$ cat config.mk
export PLATFORM = sky130hd
export DESIGN_NAME = perf_mon_unit
export DESIGN_NICKNAME = d
export VERILOG_FILES = /design/src/rtl/pmu_pkg.sv /design/src/rtl/pmu_rst_sync.sv /design/src/rtl/pmu_cycle_counter.sv /design/src/rtl/pmu_event_counter.sv /design/src/rtl/perf_mon_unit.sv
export SDC_FILE = /design/constraint.sdc
export NUM_CORES = 1
export LEC_CHECK = 0
export BUFFER_PORTS_ARGS = -buffer_cell sky130_fd_sc_hd__buf_2
export CELL_PAD_IN_SITES_DETAIL_PLACEMENT = 1
export CELL_PAD_IN_SITES_GLOBAL_PLACEMENT = 1
export CORE_UTILIZATION = 51
export CTS_CLUSTER_SIZE = 20
export DETAILED_ROUTE_END_ITERATION = 8
export MAX_ROUTING_LAYER = met4
export PLACE_DENSITY_LB_ADDON = 0.1
export SLEW_MARGIN = 20
export SYNTH_ARGS = -nofsm -noshare
export SYNTH_HDL_FRONTEND = slang
export SYNTH_SLANG_ARGS = --single-unit
$ cat constraint.sdc
create_clock -name clk -period 22.4 [get_ports clk]
set_input_delay 4.48 -clock clk [delete_from_list [all_inputs] [get_ports clk]]
set_output_delay 4.48 -clock clk [all_outputs]
set_load 0.01 [all_outputs]
$ cat src/rtl/pmu_pkg.sv
package pmu_pkg;
  localparam int ADDR_W = 4;
  typedef logic [ADDR_W-1:0] addr_t;

  localparam addr_t A_CTRL = 4'd0;
  localparam addr_t A_IEN  = 4'd1;
  localparam addr_t A_FLAG = 4'd2;
  localparam addr_t A_ESEL = 4'd3;
  localparam addr_t A_CYC  = 4'd4;
  localparam addr_t A_EV0  = 4'd5;

  localparam int CTL_RUN  = 0;
  localparam int CTL_ZEV  = 1;
  localparam int CTL_ZCYC = 2;
  localparam int CTL_DIV  = 3;
endpackage

$ cat src/rtl/pmu_rst_sync.sv
module pmu_rst_sync #(
  parameter int STAGES = 2
) (
  input  logic clk,
  input  logic rst_n,
  output logic rst_sync_n
);
  logic [STAGES-1:0] sh_q;
  logic [STAGES-1:0] sh_d;

  always_comb sh_d = {sh_q[STAGES-2:0], 1'b1};

  always_ff @(posedge clk or negedge rst_n) begin
    if (!rst_n) sh_q <= '0;
    else        sh_q <= sh_d;
  end

  assign rst_sync_n = sh_q[STAGES-1];
endmodule

$ cat src/rtl/pmu_cycle_counter.sv
module pmu_cycle_counter #(
  parameter int CNT_W   = 32,
  parameter int PRESC_W = 6
) (
  input  logic             clk,
  input  logic             rst_n,
  input  logic             run,
  input  logic             div_en,
  input  logic             zero_req,
  input  logic             wr_req,
  input  logic [CNT_W-1:0] wr_data,
  output logic [CNT_W-1:0] count_o,
  output logic             ovf_o
);
  logic [CNT_W-1:0]   cnt_q, cnt_d;
  logic [PRESC_W-1:0] presc_q, presc_d;
  logic               tick, step;

  always_comb begin
    tick    = div_en ? (presc_q == {PRESC_W{1'b1}}) : 1'b1;
    step    = run && tick;
    presc_d = presc_q;
    if (zero_req)          presc_d = '0;
    else if (!div_en)      presc_d = '0;
    else if (run)          presc_d = presc_q + 1'b1;

    cnt_d = cnt_q;
    ovf_o = 1'b0;
    if (wr_req)        cnt_d = wr_data;
    else if (zero_req) cnt_d = '0;
    else if (step) begin
      cnt_d = cnt_q + 1'b1;
      ovf_o = (cnt_q == {CNT_W{1'b1}});
    end
  end

  always_ff @(posedge clk or negedge rst_n) begin
    if (!rst_n) begin
      cnt_q   <= '0;
      presc_q <= '0;
    end else begin
      cnt_q   <= cnt_d;
      presc_q <= presc_d;
    end
  end

  assign count_o = cnt_q;
endmodule

$ cat src/rtl/pmu_event_counter.sv
module pmu_event_counter #(
  parameter int CNT_W    = 32,
  parameter int CODE_W   = 8,
  parameter int STROBE_W = 32
) (
  input  logic                clk,
  input  logic                rst_n,
  input  logic                run,
  input  logic                zero_req,
  input  logic                wr_req,
  input  logic [CNT_W-1:0]    wr_data,
  input  logic [CODE_W-1:0]   code,
  input  logic [STROBE_W-1:0] strobe,
  output logic [CNT_W-1:0]    count_o,
  output logic                ovf_o
);
  localparam int IDX_W = $clog2(STROBE_W);

  logic [CNT_W-1:0] cnt_q, cnt_d;
  logic             legal, hit;

  always_comb begin
    legal = (int'(code) < STROBE_W);
    hit   = legal && strobe[code[IDX_W-1:0]];

    cnt_d = cnt_q;
    ovf_o = 1'b0;
    if (wr_req)        cnt_d = wr_data;
    else if (zero_req) cnt_d = '0;
    else if (run && hit) begin
      cnt_d = cnt_q + 1'b1;
      ovf_o = (cnt_q == {CNT_W{1'b1}});
    end
  end

  always_ff @(posedge clk or negedge rst_n) begin
    if (!rst_n) cnt_q <= '0;
    else        cnt_q <= cnt_d;
  end

  assign count_o = cnt_q;
endmodule

$ cat src/rtl/perf_mon_unit.sv
module perf_mon_unit
  import pmu_pkg::*;
#(
  parameter int NUM_EVT  = 4,
  parameter int CNT_W    = 32,
  parameter int CODE_W   = 8,
  parameter int STROBE_W = 32,
  parameter int PRESC_W  = 6
) (
  input  logic                clk,
  input  logic                rst_n,
  input  logic [ADDR_W-1:0]   reg_addr,
  input  logic                reg_wr,
  input  logic [CNT_W-1:0]    reg_wdata,
  input  logic                reg_rd,
  output logic [CNT_W-1:0]    reg_rdata,
  input  logic [STROBE_W-1:0] evt_strobe,
  output logic                irq
);
  localparam int NFLAG  = NUM_EVT + 1;
  localparam int SEL_W  = NUM_EVT * CODE_W;

  logic rst_i_n;
  pmu_rst_sync #(.STAGES(2)) u_rst (.clk(clk), .rst_n(rst_n), .rst_sync_n(rst_i_n));

  // register state
  logic                             run_q, run_d, div_q, div_d;
  logic [NFLAG-1:0]                 ien_q, ien_d, flag_q, flag_d;
  logic [NUM_EVT-1:0][CODE_W-1:0]   esel_q, esel_d;
  logic [CNT_W-1:0]                 rdata_q, rdata_d, rd_mux;

  // write decode
  logic wr_ctrl, wr_ien, wr_flag, wr_esel, wr_cyc;
  logic zero_ev, zero_cyc;
  logic [NFLAG-1:0] clr_mask, ovf_vec;

  always_comb begin
    wr_ctrl  = reg_wr && (reg_addr == A_CTRL);
    wr_ien   = reg_wr && (reg_addr == A_IEN);
    wr_flag  = reg_wr && (reg_addr == A_FLAG);
    wr_esel  = reg_wr && (reg_addr == A_ESEL);
    wr_cyc   = reg_wr && (reg_addr == A_CYC);
    zero_ev  = wr_ctrl && reg_wdata[CTL_ZEV];
    zero_cyc = wr_ctrl && reg_wdata[CTL_ZCYC];
    clr_mask = wr_flag ? reg_wdata[NFLAG-1:0] : '0;
  end

  // counters
  logic [CNT_W-1:0]                cyc_cnt;
  logic [NUM_EVT-1:0][CNT_W-1:0]   ev_cnt;
  logic [NUM_EVT-1:0]              ev_ovf;
  logic                            cyc_ovf;

  pmu_cycle_counter #(.CNT_W(CNT_W), .PRESC_W(PRESC_W)) u_cyc (
    .clk(clk), .rst_n(rst_i_n), .run(run_q), .div_en(div_q),
    .zero_req(zero_cyc), .wr_req(wr_cyc), .wr_data(reg_wdata),
    .count_o(cyc_cnt), .ovf_o(cyc_ovf)
  );

  for (genvar i = 0; i < NUM_EVT; i++) begin : g_evt
    localparam addr_t MY_ADDR = addr_t'(int'(A_EV0) + i);
    logic wr_me;
    assign wr_me = reg_wr && (reg_addr == MY_ADDR);
    pmu_event_counter #(.CNT_W(CNT_W), .CODE_W(CODE_W), .STROBE_W(STROBE_W)) u_ctr (
      .clk(clk), .rst_n(rst_i_n), .run(run_q), .zero_req(zero_ev),
      .wr_req(wr_me), .wr_data(reg_wdata), .code(esel_q[i]),
      .strobe(evt_strobe), .count_o(ev_cnt[i]), .ovf_o(ev_ovf[i])
    );
  end

  assign ovf_vec = {ev_ovf, cyc_ovf};

  // next-state of the register file
  always_comb begin
    run_d  = wr_ctrl ? reg_wdata[CTL_RUN] : run_q;
    div_d  = wr_ctrl ? reg_wdata[CTL_DIV] : div_q;
    ien_d  = wr_ien  ? reg_wdata[NFLAG-1:0] : ien_q;
    esel_d = wr_esel ? reg_wdata[SEL_W-1:0] : esel_q;
    flag_d = (flag_q & ~clr_mask) | ovf_vec;
  end

  // read mux
  always_comb begin
    rd_mux = '0;
    case (reg_addr)
      A_CTRL: begin
        rd_mux[CTL_RUN] = run_q;
        rd_mux[CTL_DIV] = div_q;
      end
      A_IEN:  rd_mux[NFLAG-1:0] = ien_q;
      A_FLAG: rd_mux[NFLAG-1:0] = flag_q;
      A_ESEL: rd_mux[SEL_W-1:0] = esel_q;
      A_CYC:  rd_mux = cyc_cnt;
      default: begin
        for (int k = 0; k < NUM_EVT; k++) begin
          if (reg_addr == addr_t'(int'(A_EV0) + k)) rd_mux = ev_cnt[k];
        end
      end
    endcase
    rdata_d = reg_rd ? rd_mux : rdata_q;
  end

  always_ff @(posedge clk or negedge rst_i_n) begin
    if (!rst_i_n) begin
      run_q   <= 1'b0;
      div_q   <= 1'b0;
      ien_q   <= '0;
      flag_q  <= '0;
      esel_q  <= '0;
      rdata_q <= '0;
    end else begin
      run_q   <= run_d;
      div_q   <= div_d;
      ien_q   <= ien_d;
      flag_q  <= flag_d;
      esel_q  <= esel_d;
      rdata_q <= rdata_d;
    end
  end

  assign reg_rdata = rdata_q;
  assign irq       = |(flag_q & ien_q);
endmodule

# Yosys cells after proc, flatten, opt, wreduce, memory -nomap -nowiden
# Cells that the tools add are included.
# W data, S select, Z words.
# totals
output_inout_bits	33
elab_cells	129
reg_bits	244
# op_classes
n_mux	52
eq_ne	15
n_bitwise	4
reduce_logical	28
magnitude_cmp	8
n_addsub	6
# op_table
cell	count
$mux W32	19
$add A32 B1 Y32 const B	5
$eq A32 B32 Y1 const B	5
$pmux W27 S3	1
$lt A8 B6 Y1 const B	4
$lt A5 B6 Y1 const B	4
$bmux W1 S5	4
$logic_and A1 B1 Y1	20
$mux W1	20
$mux W6	3
$eq A4 B3 Y1 const B	4
$pmux W1 S5	3
$reduce_bool A3 Y1	5
$and A5 B5 Y5	2
$pmux W2 S5	1
$eq A4 B2 Y1 const B	2
$add A6 B1 Y6 const B	1
$eq A6 B6 Y1 const B	1
$mux W5	1
$not A5 Y5	1
$or A5 B5 Y5	1
$reduce_or A5 Y1	1
$eq A4 B1 Y1 const B	1
$eq A4 B4 Y1 const B	1
other kinds (3)	3

# Longest topological paths before layout
# logic_depth
depth_word	8
mapped_depth	10
ltp_nobuf	7

# Modules after synthesis
# Synthesis repeated with hierarchy kept, for this count alone.
# hier_totals
hier_cells	1848
hier_area_um2	16721.0
# by_module_without_submodules
mod	area_per_inst_um2	cells_per_inst	seq_area_each_um2	n_inst
pmu_event_counter	2453.6	292	800.8	4
perf_mon_unit	4569.4	409	1901.8	1
pmu_cycle_counter	2283.4	268	950.9	1
pmu_rst_sync	53.8	3	50.0	1

# Worst setup path after synthesis
# No wires, ideal clock.
# synth_timing
path_type	input -> register
startpoint	input port reg_addr[1]
endpoint	register esel_q[0] (netlist bit)
required_ns	22.275
slack_ns	15.946
stages	7
arrival_time_ns	6.329
path_cell_list	clkbuf_1 -> buf_2 -> nand2_1 -> nor3_1 -> nand2_1 -> buf_1 -> mux2_2
# synth_via
elab_chain_len	2
# synth_rtl
item	line_no	text
from (decl)	perf_mon_unit.sv:12	input logic [ADDR_W-1:0] reg_addr,
$eq A4 B2 Y1	perf_mon_unit.sv:41	wr_esel = reg_wr && (reg_addr == A_ESEL);
$logic_and A1 B1 Y1	perf_mon_unit.sv:41	
to (signal assigned)	perf_mon_unit.sv:116	esel_q <= esel_d;
to (decl)	perf_mon_unit.sv:29	logic [NUM_EVT-1:0][CODE_W-1:0] esel_q, esel_d;
# Every way passes these cells.
# A chain may end at the register's enable or synchronous reset.

# Worst setup path in the final report
# layout_timing
startpoint	input port evt_strobe[5]
endpoint	register g_evt[3].u_ctr.cnt_q[16]
# layout_via
elab_chain_len	5
# layout_rtl
item	line_no	text
from (decl)	perf_mon_unit.sv:17	input logic [STROBE_W-1:0] evt_strobe,
$bmux W1 S5	pmu_event_counter.sv:24	hit = legal && strobe[code[IDX_W-1:0]];
$mux W1 (implied by the code)	pmu_event_counter.sv:24	
$logic_and A1 B1 Y1	pmu_event_counter.sv:24	
$logic_and A1 B1 Y1	pmu_event_counter.sv:30	else if (run && hit) begin
$reduce_bool A3 Y1 (no source line)	-	
to (signal assigned)	pmu_event_counter.sv:38	else cnt_q <= cnt_d;
to (decl)	pmu_event_counter.sv:19	logic [CNT_W-1:0] cnt_q, cnt_d;
# Every way passes these cells. The select of a mux whose other input is x is not followed.

==> flow_metrics.env <==
export IMPL_cpPeakStageDelay_ps=750
export IMPL_cts_setup_buffers=0
export IMPL_drv_slew=0
export IMPL_clkTransAtPathRegs_ps=60
export IMPL_tns_ps=0
export IMPL_cts_root_buf="clkbuf_16"
export IMPL_dp_hpwl_um=48300
export IMPL_first_iter_violations=1838
export IMPL_fp_dieH_um=181
export IMPL_synth_top_area_cell="dfrtp_1"
export IMPL_crit_required_ps=22790
export IMPL_whs_endpoint="u_rst.sh_q[1]"
export IMPL_syn_area_um2=16300
export IMPL_use_met1=0.577
export IMPL_place_gp_congestion=0.987
export IMPL_p_leak_nw=6.98
export IMPL_ys_flop_type="dfrtp_1"
export IMPL_synth_common_cells="nand2_1 (251), dfrtp_1 (244), a21oi_1 (119)"
export IMPL_vias=16800
export IMPL_core_region_area_um2=31500
export IMPL_seq_area_frac_synth=0.375
export IMPL_finalHoldViolations=0
export IMPL_area_delta_synth_final_pct=10.0
export IMPL_grt_max_degree=71
export IMPL_startpoint_type="input pin"
export IMPL_clock_sinks=244
export IMPL_cts_hold_buf=0
export IMPL_grt_busiest_layer="met2"
export IMPL_min_period_ps=6830
export IMPL_clk_path_buf_depth=3
export IMPL_hold_path_startpoint="u_rst.sh_q[0]"
export IMPL_crit_type="input pin to register"
export IMPL_grt_pass1_vias=16900
export IMPL_die_w_um=181
export IMPL_setup_viol=0
export IMPL_postSynth_asyncResetShare=1.00
export IMPL_vdd_ir_drop_max_uv=61.0
export IMPL_synth_area_top_cells="dfrtp_1 (38%), nand2_1 (5.8%), mux2_2 (4.8%)"
export IMPL_ios=105
export IMPL_cts_resized=0
export IMPL_clock_latency_ps=570
export IMPL_cts_buffers=29
export IMPL_synth_top_area_frac=0.375
export IMPL_detailed_place_area_um2=17000
export IMPL_finalCritPeriodShare=0.305
export IMPL_worstReg2RegEnd="g_evt[3].u_ctr.count_o[16]"
export IMPL_reg2reg_from="esel_q[24]"
export IMPL_grt_first_pass_wirelength_um=105000
export IMPL_drive_gt1_frac=0.159
export IMPL_hold_depth=0
export IMPL_p_per_area_nw_per_um2=81.6
export IMPL_ys_types=78
export IMPL_detail_route_antenna_nets=0
export IMPL_first_pass_iters=6
export IMPL_overflow=0
export IMPL_antenna_found_initial=2
export IMPL_status="finished clean"
export IMPL_synth_edff_count=0
export IMPL_avgSynthCellArea_um2=8.73
export IMPL_design_die_area_um2=32600
export IMPL_cts_tree="done"
export IMPL_arrival_ps=7230
export IMPL_relSlewSlack=0.298
export IMPL_wl_um=68300
export IMPL_routedWlPerCell_um=29.5
export IMPL_placementRows=65
export IMPL_layout_nets=1971
export IMPL_drc=0
export IMPL_grt_usage=0.434
export IMPL_worstHoldPathType="register to register"
export IMPL_ys_warn_count=0
export IMPL_use_met2=0.647
export IMPL_maxCapViolCount=0
export IMPL_crit_chain="buf_2 > mux2i_1 > mux4_2 > nand2_1 > nand3_1 > a2111oi_0 > a211oi_1"
export IMPL_routed_via_density=7.24
export IMPL_worstMarginPinSlew_ps=1050
export IMPL_yosysMostFrequentCell="nand2_1"
export IMPL_skew_ps=19.7
export IMPL_cp_slowest_cell="nand3_1"
export IMPL_regToRegSetupSlack_ps=18480
export IMPL_initial_utilization=0.517
export IMPL_met3_usage=0.0724
export IMPL_ys_seq_elements=244
export IMPL_cp_end_kind="register"
export IMPL_rsz0062_at_grt="false"
export IMPL_synth_cells=1865
export IMPL_fmax_ghz=0.146
export IMPL_cp_max_fo=19
export IMPL_ff2ff_path_depth=6
export IMPL_syn_nets=1943
export IMPL_final_area_um2=17900
export IMPL_portBuffers=104
export IMPL_htreeDepth=1
[area by class of cell]
cell class	instances	area (um2)
multi-input combinational	1430	9450
clock buffer	46	810
clock inverter	6	60.1
sequential	244	6110
fill	3688	13600
tap	402	503
timing repair buffer	141	798
antenna	1	2.50
inverter	47	176
[worst max-delay path, delay by kind of cell]
family | cells | cell delay, ps
AND/OR/NAND/NOR | 2 | 1230
AO/OA/AOI/OAI | 2 | 710
multiplexers | 2 | 680
buffers and inverters | 1 | 110
[cells by family (layout without fill, tap and decap cells)]
kind of cell,Yosys count,after routing,share of synthesized area
AND/OR/NAND/NOR,692,692,0.209
AO/OA/AOI/OAI,550,550,0.232
flip-flops,244,244,0.375
buffers and inverters,191,240,0.0478
multiplexers,131,131,0.104
XOR/XNOR,50,50,0.0269
adder cells (fa/ha/maj),6,6,0.00461
other,1,2,0.000230
[flip-flops by register name, indices dropped and copies added (netlist names)]
name / count
g_evt.u_ctr.count_o: 128
esel_q: 32
reg_rdata: 32
u_cyc.count_o: 32
u_cyc.presc_q: 6
flag_q: 5
ien_q: 5
u_rst.sh_q: 2
div_q: 1
run_q: 1
[power by group]
| group | leakage [nW] | switching (mW) | total, mW | internal (mW) |
|---|---|---|---|---|
| sequential | 3.08 | 0.127 | 0.638 | 0.511 |
| combinational | 3.49 | 0.220 | 0.370 | 0.150 |
| clock | 0.416 | 0.196 | 0.453 | 0.257 |
[worst max-delay path by stage]
| stage | end | slack, ps | start | cells after the start |
|---|---|---|---|---|
| after global routing | g_evt[3].u_ctr.count_o[16] | 15410 | evt_strobe[5] | 7 |
| final | g_evt[3].u_ctr.count_o[16] | 15570 | evt_strobe[5] | 7 |
| after global placement | g_evt[1].u_ctr.count_o[23] | 15130 | evt_strobe[23] | 7 |
| after detailed placement | g_evt[1].u_ctr.count_o[23] | 15080 | evt_strobe[23] | 7 |
| after CTS | g_evt[1].u_ctr.count_o[23] | 15660 | evt_strobe[23] | 7 |
| after floorplan | div_q | 15100 | u_rst.sh_q[1] | 0 |
[metrics by stage]
stage	cells	utilization	power [mW]	setup slack (ps)	hold slack, ps
floorplan	1865	-	0.846	15100	331
global placement	2264	0.541	0.978	15130	338
detailed placement	2264	0.541	0.996	15080	356
CTS	2316	0.569	1.45	15660	369
global route	2316	0.569	1.51	15410	385
finish	2317	0.569	1.46	15570	373
[layout by cell type (no fill, tap or decap), drive strengths merged, types with 9 or more instances in the layout]
cell type / n
clkbuf: 46
o21ai: 116
nor4: 39
a2bb2oi: 27
buf: 141
mux2: 70
xor2: 13
nand2: 251
nor2b: 12
a222oi: 28
o31ai: 26
a21oi: 119
and2: 14
or4: 16
mux2i: 38
nor3: 27
a41o: 9
a32oi: 16
inv: 46
nand4: 47
nor2: 105
a22oi: 53
and4: 15
a31oi: 42
dfrtp: 244
a22o: 12
and3: 33
nand3: 94
mux4: 23
xnor2: 37
[routing by layer]
metal / part of all wire / wire, um / vias up
met5: 0 / 0 / -
met4: 0.052 / 3530 / 0
met3: 0.093 / 6340 / 178
met2: 0.45 / 30400 / 837
met1: 0.41 / 28000 / 8623
li1: - / - / 7130
(Power assumes the default switching activity.)
